<file path="config.mk">
export PLATFORM = sky130hd
export DESIGN_NAME = addr_filter
export DESIGN_NICKNAME = d
export VERILOG_FILES = /design/src/rtl/addr_filter_pkg.sv /design/src/rtl/af_byte_counter.sv /design/src/rtl/af_crc_unit.sv /design/src/rtl/af_station_cmp.sv /design/src/rtl/addr_filter.sv
export SDC_FILE = /design/constraint.sdc
export NUM_CORES = 1
export LEC_CHECK = 0
export ABC_AREA = 1
export ABC_CLOCK_PERIOD_IN_PS = 3900
export BUFFER_PORTS_ARGS = -buffer_cell sky130_fd_sc_hd__buf_2
export CAP_MARGIN = 10
export CORE_MARGIN = 5
export CORE_UTILIZATION = 35
export CTS_CLUSTER_DIAMETER = 200
export DETAILED_ROUTE_END_ITERATION = 10
export GPL_ROUTABILITY_DRIVEN = 1
export HOLD_SLACK_MARGIN = 0.06
export PLACE_DENSITY = 0.61
export SLEW_MARGIN = 20
export SYNTH_ARGS = -nofsm -noshare
export SYNTH_HDL_FRONTEND = slang
export SYNTH_HIERARCHICAL = 1
export SYNTH_SLANG_ARGS = --single-unit
</file>
<file path="constraint.sdc">
create_clock -name clk_i -period 3.9 [get_ports clk_i]
set_input_delay 0.78 -clock clk_i [delete_from_list [all_inputs] [get_ports clk_i]]
set_output_delay 0.78 -clock clk_i [all_outputs]
set_load 0.01 [all_outputs]
</file>
<file path="src/rtl/addr_filter_pkg.sv">
package addr_filter_pkg;
  localparam int          ADDR_BYTES = 6;
  localparam int          CRC_W      = 32;
  localparam int          HASH_IDX_W = 6;
  localparam logic [31:0] CRC_POLY   = 32'h04C11DB7;

  typedef enum logic [1:0] {
    DEC_UNICAST = 2'd0,
    DEC_BCAST   = 2'd1,
    DEC_MCAST   = 2'd2
  } dec_kind_e;

  // one byte, LSB first, MSB-shifting register
  function automatic logic [CRC_W-1:0] crc_byte(input logic [CRC_W-1:0] c_in,
                                                input logic [7:0] d);
    logic [CRC_W-1:0] c;
    logic fb;
    c = c_in;
    for (int b = 0; b < 8; b++) begin
      fb = c[CRC_W-1] ^ d[b];
      c  = {c[CRC_W-2:0], 1'b0};
      if (fb) c = c ^ CRC_POLY;
    end
    return c;
  endfunction
endpackage

</file>
<file path="src/rtl/af_byte_counter.sv">
module af_byte_counter #(
  parameter int N  = 6,
  localparam int CW = $clog2(N + 1)
) (
  input  logic          clk_i,
  input  logic          rst_ni,
  input  logic          sof_i,
  input  logic          valid_i,
  output logic [CW-1:0] idx_o,
  output logic          take_o,
  output logic          last_o
);
  logic [CW-1:0] cnt_q, cnt_cur;

  assign cnt_cur = sof_i ? '0 : cnt_q;
  assign idx_o   = cnt_cur;
  assign take_o  = valid_i && (cnt_cur < CW'(N));
  assign last_o  = take_o && (cnt_cur == CW'(N - 1));

  always_ff @(posedge clk_i or negedge rst_ni) begin
    if (!rst_ni)     cnt_q <= '0;
    else if (take_o) cnt_q <= cnt_cur + CW'(1);
    else             cnt_q <= cnt_cur;
  end

  AST_CNT_BOUND: assert property (@(posedge clk_i) disable iff (!rst_ni)
    cnt_q <= CW'(N));

  AST_CNT_HOLD_IDLE: assert property (@(posedge clk_i) disable iff (!rst_ni)
    !sof_i && !valid_i |=> $stable(cnt_q));
endmodule

</file>
<file path="src/rtl/af_crc_unit.sv">
module af_crc_unit
  import addr_filter_pkg::*;
(
  input  logic             clk_i,
  input  logic             rst_ni,
  input  logic             sof_i,
  input  logic             take_i,
  input  logic [7:0]       byte_i,
  output logic [CRC_W-1:0] crc_nxt_o
);
  logic [CRC_W-1:0] crc_q, crc_cur;

  assign crc_cur   = sof_i ? '1 : crc_q;
  assign crc_nxt_o = take_i ? crc_byte(crc_cur, byte_i) : crc_cur;

  always_ff @(posedge clk_i or negedge rst_ni) begin
    if (!rst_ni) crc_q <= '1;
    else         crc_q <= crc_nxt_o;
  end

  AST_CRC_RESEED: assert property (@(posedge clk_i) disable iff (!rst_ni)
    sof_i && !take_i |=> crc_q == '1);
endmodule

</file>
<file path="src/rtl/af_station_cmp.sv">
module af_station_cmp #(
  parameter int N  = 6,
  localparam int CW = $clog2(N + 1),
  localparam int AW = 8 * N
) (
  input  logic          clk_i,
  input  logic          rst_ni,
  input  logic          sof_i,
  input  logic          take_i,
  input  logic [CW-1:0] idx_i,
  input  logic [7:0]    byte_i,
  input  logic [AW-1:0] station_i,
  output logic          eq_nxt_o,
  output logic          ones_nxt_o,
  output logic          grp_nxt_o
);
  logic [7:0] exp_b [N];
  logic [7:0] exp_cur;
  logic eq_q, ones_q, grp_q;
  logic eq_cur, ones_cur, grp_cur;

  // byte 0 is the most significant byte of the packed station address
  for (genvar k = 0; k < N; k++) begin : g_exp
    assign exp_b[k] = station_i[AW-1-8*k -: 8];
  end

  always_comb begin
    exp_cur = '0;
    for (int k = 0; k < N; k++)
      if (idx_i == CW'(k)) exp_cur = exp_b[k];
  end

  assign eq_cur   = sof_i ? 1'b1 : eq_q;
  assign ones_cur = sof_i ? 1'b1 : ones_q;
  assign grp_cur  = sof_i ? 1'b0 : grp_q;

  always_comb begin
    eq_nxt_o   = eq_cur;
    ones_nxt_o = ones_cur;
    grp_nxt_o  = grp_cur;
    if (take_i) begin
      eq_nxt_o   = eq_cur & (byte_i == exp_cur);
      ones_nxt_o = ones_cur & (byte_i == 8'hFF);
      if (idx_i == '0) grp_nxt_o = byte_i[0];
    end
  end

  always_ff @(posedge clk_i or negedge rst_ni) begin
    if (!rst_ni) begin
      eq_q   <= 1'b1;
      ones_q <= 1'b1;
      grp_q  <= 1'b0;
    end else begin
      eq_q   <= eq_nxt_o;
      ones_q <= ones_nxt_o;
      grp_q  <= grp_nxt_o;
    end
  end

  AST_ONES_STICKY: assert property (@(posedge clk_i) disable iff (!rst_ni)
    !sof_i && !ones_q |=> !ones_q);

  AST_EQ_STICKY: assert property (@(posedge clk_i) disable iff (!rst_ni)
    !sof_i && !eq_q |=> !eq_q);
endmodule

</file>
<file path="src/rtl/addr_filter.sv">
module addr_filter
  import addr_filter_pkg::*;
#(
  parameter int MODE_W      = 16,
  parameter int BCAST_OFF_B = 3,
  parameter int PROMISC_B   = 5
) (
  input  logic              clk_i,
  input  logic              rst_ni,
  input  logic              sof_i,
  input  logic              byte_valid_i,
  input  logic [7:0]        byte_i,
  input  logic [31:0]       station_lo_i,
  input  logic [15:0]       station_hi_i,
  input  logic [31:0]       hash_lo_i,
  input  logic [31:0]       hash_hi_i,
  input  logic [MODE_W-1:0] mode_i,
  output logic              done_o,
  output logic              accept_o
);
  localparam int CW = $clog2(ADDR_BYTES + 1);

  logic [CW-1:0]         idx;
  logic                  take, last;
  logic [CRC_W-1:0]      crc_nxt;
  logic                  eq_nxt, ones_nxt, grp_nxt;
  logic [HASH_IDX_W-1:0] hidx;
  logic                  hash_hit, decide;
  dec_kind_e             kind;
  logic                  done_q, accept_q;

  af_byte_counter #(.N(ADDR_BYTES)) u_cnt (
    .clk_i, .rst_ni, .sof_i,
    .valid_i (byte_valid_i),
    .idx_o   (idx),
    .take_o  (take),
    .last_o  (last)
  );

  af_crc_unit u_crc (
    .clk_i, .rst_ni, .sof_i,
    .take_i    (take),
    .byte_i,
    .crc_nxt_o (crc_nxt)
  );

  af_station_cmp #(.N(ADDR_BYTES)) u_cmp (
    .clk_i, .rst_ni, .sof_i,
    .take_i     (take),
    .idx_i      (idx),
    .byte_i,
    .station_i  ({station_hi_i, station_lo_i}),
    .eq_nxt_o   (eq_nxt),
    .ones_nxt_o (ones_nxt),
    .grp_nxt_o  (grp_nxt)
  );

  assign hidx     = crc_nxt[CRC_W-1 -: HASH_IDX_W];
  assign hash_hit = hidx[HASH_IDX_W-1] ? hash_hi_i[hidx[4:0]] : hash_lo_i[hidx[4:0]];

  always_comb begin
    if (ones_nxt)     kind = DEC_BCAST;
    else if (grp_nxt) kind = DEC_MCAST;
    else              kind = DEC_UNICAST;
  end

  always_comb begin
    unique case (kind)
      DEC_BCAST: decide = !mode_i[BCAST_OFF_B];
      DEC_MCAST: decide = hash_hit;
      default:   decide = eq_nxt;
    endcase
    if (mode_i[PROMISC_B]) decide = 1'b1;
  end

  always_ff @(posedge clk_i or negedge rst_ni) begin
    if (!rst_ni) begin
      done_q   <= 1'b0;
      accept_q <= 1'b0;
    end else begin
      done_q   <= last;
      accept_q <= last & decide;
    end
  end

  assign done_o   = done_q;
  assign accept_o = accept_q;

  AST_ACCEPT_QUAL: assert property (@(posedge clk_i) disable iff (!rst_ni)
    accept_o |-> done_o);

  AST_DONE_PULSE: assert property (@(posedge clk_i) disable iff (!rst_ni)
    done_o |=> !done_o);

  AST_DONE_AFTER_BYTE: assert property (@(posedge clk_i) disable iff (!rst_ni)
    $rose(done_o) |-> $past(byte_valid_i));

  AST_PROMISC_ALL: assert property (@(posedge clk_i) disable iff (!rst_ni)
    last && mode_i[PROMISC_B] |=> accept_o);

  AST_BCAST_BLOCK: assert property (@(posedge clk_i) disable iff (!rst_ni)
    last && ones_nxt && mode_i[BCAST_OFF_B] && !mode_i[PROMISC_B] |=> !accept_o);
endmodule

</file>
# Word level (Yosys, flattened, before mapping)
# Cells that the tools add are included.
# Widths: inputs -> output; s select.
word_totals:
  output_inout_bits: 2
  ff_bits: 40
  input_bits: 140
op_classes:
  n_reduce_logical: 4
  n_mux: 34
  n_eq_ne: 9
  add_sub_neg: 1
  bitwise: 19
  n_lt_le_gt_ge: 2
op_table:
  columns: ["operator", "count"]
  rows:
  - ["$mux 27", 8]
  - ["$not 14->14", 8]
  - ["$mux 32", 2]
  - ["$mux 8", 6]
  - ["$mux 1", 11]
  - ["$bmux 1 s5", 2]
  - ["$eq 8x8->1", 1]
  - ["$eq 8x8->1 const B", 1]
  - ["$xor 1x1->1", 8]
  - ["$eq 3x2->1 const B", 2]
  - ["$eq 3x3->1 const B", 2]
  - ["$lt 5x6->1 const B", 1]
  - ["$mux 3", 2]
  - ["$mux 2", 2]
  - ["$add 3x1->3 const B", 1]
  - ["$and 1x1->1", 3]
  - ["$eq 3x1->1 const B", 1]
  - ["$logic_not 3->1", 1]
  - ["$lt 3x3->1 const B", 1]
  - ["$eq 2x1->1 const B", 1]
  - ["$eq 2x2->1 const B", 1]
  - ["$logic_and 1x1->1", 2]
  - ["$pmux 1 s2", 1]
  - ["$logic_not 1->1", 1]

# Longest topological paths before layout
logic_depth:
  depth_word: 24
  depth_mapped: 25
  depth_no_buf: 23

# Cells and area by module
# The synthesis kept the hierarchy.
modules_own_cells:
  columns: ["module", "n_inst", "cells_per_inst", "area_each_um2"]
  rows:
  - ["af_crc_unit", 1, 403, 2602.5]
  - ["af_station_cmp", 1, 159, 823.3]
  - ["addr_filter", 1, 161, 793.3]
  - ["af_byte_counter", 1, 23, 167.7]

# Least setup slack after synthesis
# Ideal clock, no wire load.
synth_timing:
  path_kind: "input to register"
  start: "input sof_i"
  end: "register accept_q, in the netlist accept_o"
  slack_ns: 0.950
  stages: 18
  arrival_time_ns: 2.821
  setup_time_ns: 0.129
  path_cell_list: "inv_2 -> nand3_1 -> nand2_1 -> inv_1 -> clkbuf_1 -> clkinv_1 -> clkbuf_1 -> o21ai_1 -> clkbuf_1 -> inv_1 -> nand3_1 -> nand2_1 -> nand2_1 -> nand3_1 -> nand3b_1 -> nand2_1 -> nand2_1 -> a21oi_2"
synth_rtl:
  columns: ["element", "line", "source"]
  rows:
  - ["start: declaration", "addr_filter.sv:10", "input logic sof_i,"]
  - ["$mux 3 (*)", "af_byte_counter.sv:15", "assign cnt_cur = sof_i ? '0 : cnt_q;"]
  - ["$lt 3x3->1 (*)", "af_byte_counter.sv:17", "assign take_o = valid_i && (cnt_cur < CW'(N));"]
  - ["$logic_and 1x1->1 (*)", "af_byte_counter.sv:17", null]
  - ["via take", "addr_filter.sv:24", "logic take, last;"]
  - ["$mux 32 (*)", "af_crc_unit.sv:14", "assign crc_nxt_o = take_i ? crc_byte(crc_cur, byte_i) : crc_cur;"]
  - ["via crc_nxt[28]", "addr_filter.sv:25", "logic [CRC_W-1:0] crc_nxt;"]
  - ["$bmux 1 s5", "addr_filter.sv:59", "assign hash_hit = hidx[HASH_IDX_W-1] ? hash_hi_i[hidx[4:0]] : hash_lo_i[hidx[4:0]];"]
  - ["$mux 1 (implied by the code)", "addr_filter.sv:59", null]
  - ["$mux 1 (*)", "addr_filter.sv:59", null]
  - ["$pmux 1 s2 (*)", "addr_filter.sv:68", "unique case (kind)"]
  - ["$mux 1 (*)", "addr_filter.sv:73", "if (mode_i[PROMISC_B]) decide = 1'b1;"]
  - ["$and 1x1->1 (*)", "addr_filter.sv:82", "accept_q <= last & decide;"]
  - ["end signal: assignment", "addr_filter.sv:82", null]
  - ["end: declaration", "addr_filter.sv:30", "logic done_q, accept_q;"]
# The timed path passes the listed nets; every way through them passes the cells marked *. The select of a mux whose other input is x is not followed.

# Worst setup path in the final report
layout_timing:
  start: "input sof_i"
  end: "register accept_q, in the netlist accept_o"
layout_via:
  elab_chain_cells: 19
layout_rtl:
  columns: ["element", "line", "source"]
  rows:
  - ["$mux 32", "af_crc_unit.sv:13", "assign crc_cur = sof_i ? '1 : crc_q;"]
  - ["$mux 27 (3 in a row)", "addr_filter_pkg.sv:22", "if (fb) c = c ^ CRC_POLY;"]
  - ["$not 14->14 (no line)", null, null]
  - ["$mux 27", "addr_filter_pkg.sv:22", null]
  - ["$not 14->14 (no line)", null, null]
  - ["$mux 27 (3 in a row)", "addr_filter_pkg.sv:22", null]
  - ["$not 14->14 (no line)", null, null]
  - ["$mux 27", "addr_filter_pkg.sv:22", null]
  - ["$mux 32 (*)", "af_crc_unit.sv:14", null]
  - ["via crc_nxt[26]", "addr_filter.sv:25", null]
  - ["$bmux 1 s5", "addr_filter.sv:59", null]
  - ["$mux 1 (implied by the code)", "addr_filter.sv:59", null]
  - ["$mux 1 (*)", "addr_filter.sv:59", null]
  - ["$pmux 1 s2 (*)", "addr_filter.sv:68", null]
  - ["$mux 1 (*)", "addr_filter.sv:73", null]
  - ["$and 1x1->1 (*)", "addr_filter.sv:82", null]
# Marked as above.

==> flow_summary_export.csv <==
group,metric,value,unit
yosys,synth-main-ff-cell,"dfstp_2",
clock_network,clk_pin_slew,0.06,ns
clock_network,cts-resized-gates,0,
setup_path,worstRegToRegCells,22,
sta,hold_viol_final,0,
yosys,async_reset_ff_frac,1.00,
sta,setup_viol_count_final,0,
setup_path,start_kind,"input pin",
floorplanning,start_util,0.361,
final_layout,syn_to_final_growth,20.5,%
worst_hold_path,hp-class,"flip-flop to flip-flop",
route,post_drt_via_cell_ratio,4.73,
clock_network,htreeDepth,2,
final_layout,fill_cells,1349,
status,status,"finished, final reports clean",
sta,final-max-slew-violation-count,0,
yosys,yosys.area.top_type_share,0.259,
clock_network,post_cts_buffers,0,
power_and_ir_drop,ir_drop,0.000160,V
sta,tightest_slew,0.912,ns
floorplanning,dieWidth,122,um
worst_hold_path,hp-start,"u_cmp/eq_q",
yosys,synth_area_leaders,"nand2_1 26%, dfstp_2 20%, nand3_1 12%, inv_1 5.2%, nor2_1 4.5%",
global_route,antenna_found_initial,0,
yosys,synth-edff-count,0,
global_route,track_usage,0.172,
sta,max_freq,307,MHz
route,drc,0,
worst_hold_path,whs_path_depth,2,
yosys,yosys.cell_types.count,39,
sta,postLayoutSetupSlackWorst,0.641,ns
final_layout,final_cell_mix,"303 x nand2_1, 127 x buf_2, 109 x nand3_1",
worst_hold_path,min_delay_worst_endpoint,"u_cmp/eq_q",
job,cap_violations,0,
place,dpl_worst_slack,0.304,ns
power_and_ir_drop,p_leak,2.90,nW
yosys,synth_seq_cells,40,
route,drtAntennaViolNets,0,
global_route,grt_pass1_wl,21.0,mm
floorplanning,fp-row-count,40,
final_layout,drive_above_1_share,0.273,
final_layout,num-nets-final,1007,
setup_path,path_max_fanout,32,
route,drtIter0Drc,293,
place,hpwl,10.3,mm
yosys,yosysSeqAreaShare,0.238,
route,vias,4896,
yosys,synth_area_per_cell,5.88,um2
setup_path,end_kind,"flip-flop",
setup_path,reg2reg_to,"accept_o",
global_route,grt_pass1_vias,4424,
place,dpl_cell_area,5140,um2
sta,post-route-period-util,0.836,
place,gp_congestion,0.831,
setup_path,reg2reg_from,"u_crc/crc_q[28]",
sta,slew_headroom,0.392,
setup_path,required,4.06,ns
clock_network,cts_hold_buf,0,
setup_path,worst-endpoint-arrival,3.42,ns
clock_network,clk_path_buf_depth,2,
clock_network,numCtsBuffers,5,
final_layout,fin_area,5290,um2
yosys,yosys_warnings,6,
global_route,grt_max_degree,41,
yosys,synth_area,4390,um2
sta,period_needed,3.26,ns
sta,final.setup_skew,0.00273,ns
floorplanning,core,12200,um2
power_and_ir_drop,power,1.97,mW
final_layout,diodes,0,
clock_network,cts_tree,"yes",
yosys,synth_nets,886,
sta,setup-tns-final,0,ns
place,port_buffers,127,
final_layout,final_common_cell,"nand2_1",
clock_network,numClockSinks,40,
floorplanning,num_io_pins,142,
clock_network,clkLatencyLatePin,0.29,ns
setup_path,critPathKind,"input pin to flip-flop",
route,totalWireLength,13.2,mm
setup_path,rrSetupSlack,1.03,ns
place,dpl.cell_count,1028,
clock_network,cts_root_buf,"clkbuf_16",
sta,rsz0062_at_grt,"no",
route,routedWlPerCell,12.7,um
global_route,grt_overflow,0,
floorplanning,die_h,122,um
yosys,yosysTopAreaCell,"nand2_1",
yosys,netlist_instances,746,
power_and_ir_drop,powerDensity,373,nW/um2
final_layout,stdcell_count,1036,
floorplanning,die-area,14900,um2
route,drt_first_pass_iters,5,
## cells by family after synthesis
| group | synth area share |
|---|---|
| AOI/OAI and AO/OA | 0.0648 |
| and+or+nand+nor | 0.544 |
| DFF | 0.238 |
| buffers and inverters | 0.106 |
| xor gates and xnor gates | 0.0473 |
## flip-flops by register name (all words and copies together) (netlist names)
| signal | flops |
|---|---|
| u_crc/crc_q | 32 |
| u_cnt/cnt_q | 3 |
| accept_o | 1 |
| done_o | 1 |
| u_cmp/eq_q | 1 |
| u_cmp/grp_q | 1 |
| u_cmp/ones_q | 1 |
## cell type report
cell class,count,area (um2),share of cell area
multi-input combinational,607,2880,0.544
sequential,40,1040,0.197
timing repair buffer,138,718,0.136
inverter,75,288,0.0544
tap,168,210,0.0398
clock buffer,6,139,0.0263
clock inverter,2,10.0,0.00189
## metrics by stage
step	hold slack (ns)	util
3_5_place_dp	0.518	0.423
3_3_place_gp	0.507	0.423
6_report	0.522	0.435
5_1_grt	0.543	0.435
2_1_floorplan	0.484	-
4_1_cts	0.522	0.435
## routing by layer
layer	vias to the layer above	global-route usage	share of wire
li1	2598	-	-
met1	2166	0.228	0.46
met2	124	0.296	0.46
met3	8	0.0288	0.069
met4	0	0.0357	0.0083
met5	-	0	0
## critical path: stages
cell	delay (ns)
buf_2	0.24
buf_4	0.27
nor2_4	0.06
nand2_1	0.07
nand2_2	0.13
nand2_1	0.10
nand2_2	0.11
nor2_1	0.18
o21ai_0	0.09
nand2_1	0.09
nand2_1	0.05
nand2_1	0.18
clkinv_4	0.23
nand2_1	0.11
nand3_1	0.09
nand3_1	0.11
nand2_1	0.06
nand2_1	0.06
nand3_1	0.07
nand3b_1	0.11
nand2_1	0.08
nand2_1	0.08
a21oi_2	0.05
## synthesized netlist by cell type (2+ instances only)
master / number
nand2_1: 303
nand3_1: 109
inv_1: 61
nor2_1: 53
dfstp_2: 34
o21ai_0: 27
nand2_2: 20
xor2_1: 20
inv_2: 11
a21oi_1: 10
nand4_1: 10
buf_6: 9
or2_0: 7
buf_2: 6
clkbuf_1: 6
dfrtp_1: 6
nand3b_1: 6
o21ai_1: 6
nand2_4: 5
nand3_2: 5
nor2_2: 4
nor2_4: 4
buf_4: 3
a21oi_2: 2
nor4_1: 2
o21bai_1: 2
or2_1: 2
xor2_2: 2
## how the worst max path moves through the flow
stage,from,end,slack (ns)
finish,sof_i,accept_o,0.64
global route,sof_i,accept_o,0.27
detailed placement,sof_i,accept_o,0.30
floorplan,sof_i,accept_o,0.95
global placement,sof_i,accept_o,0.31
CTS,sof_i,accept_o,0.60
## power breakdown
| part | internal (mW) | switching [mW] |
|---|---|---|
| combinational | 0.349 | 0.630 |
| sequential | 0.542 | 0.0307 |
| clock | 0.252 | 0.169 |
| total | 1.14 | 0.830 |
Power figures use the tool's default switching activity.
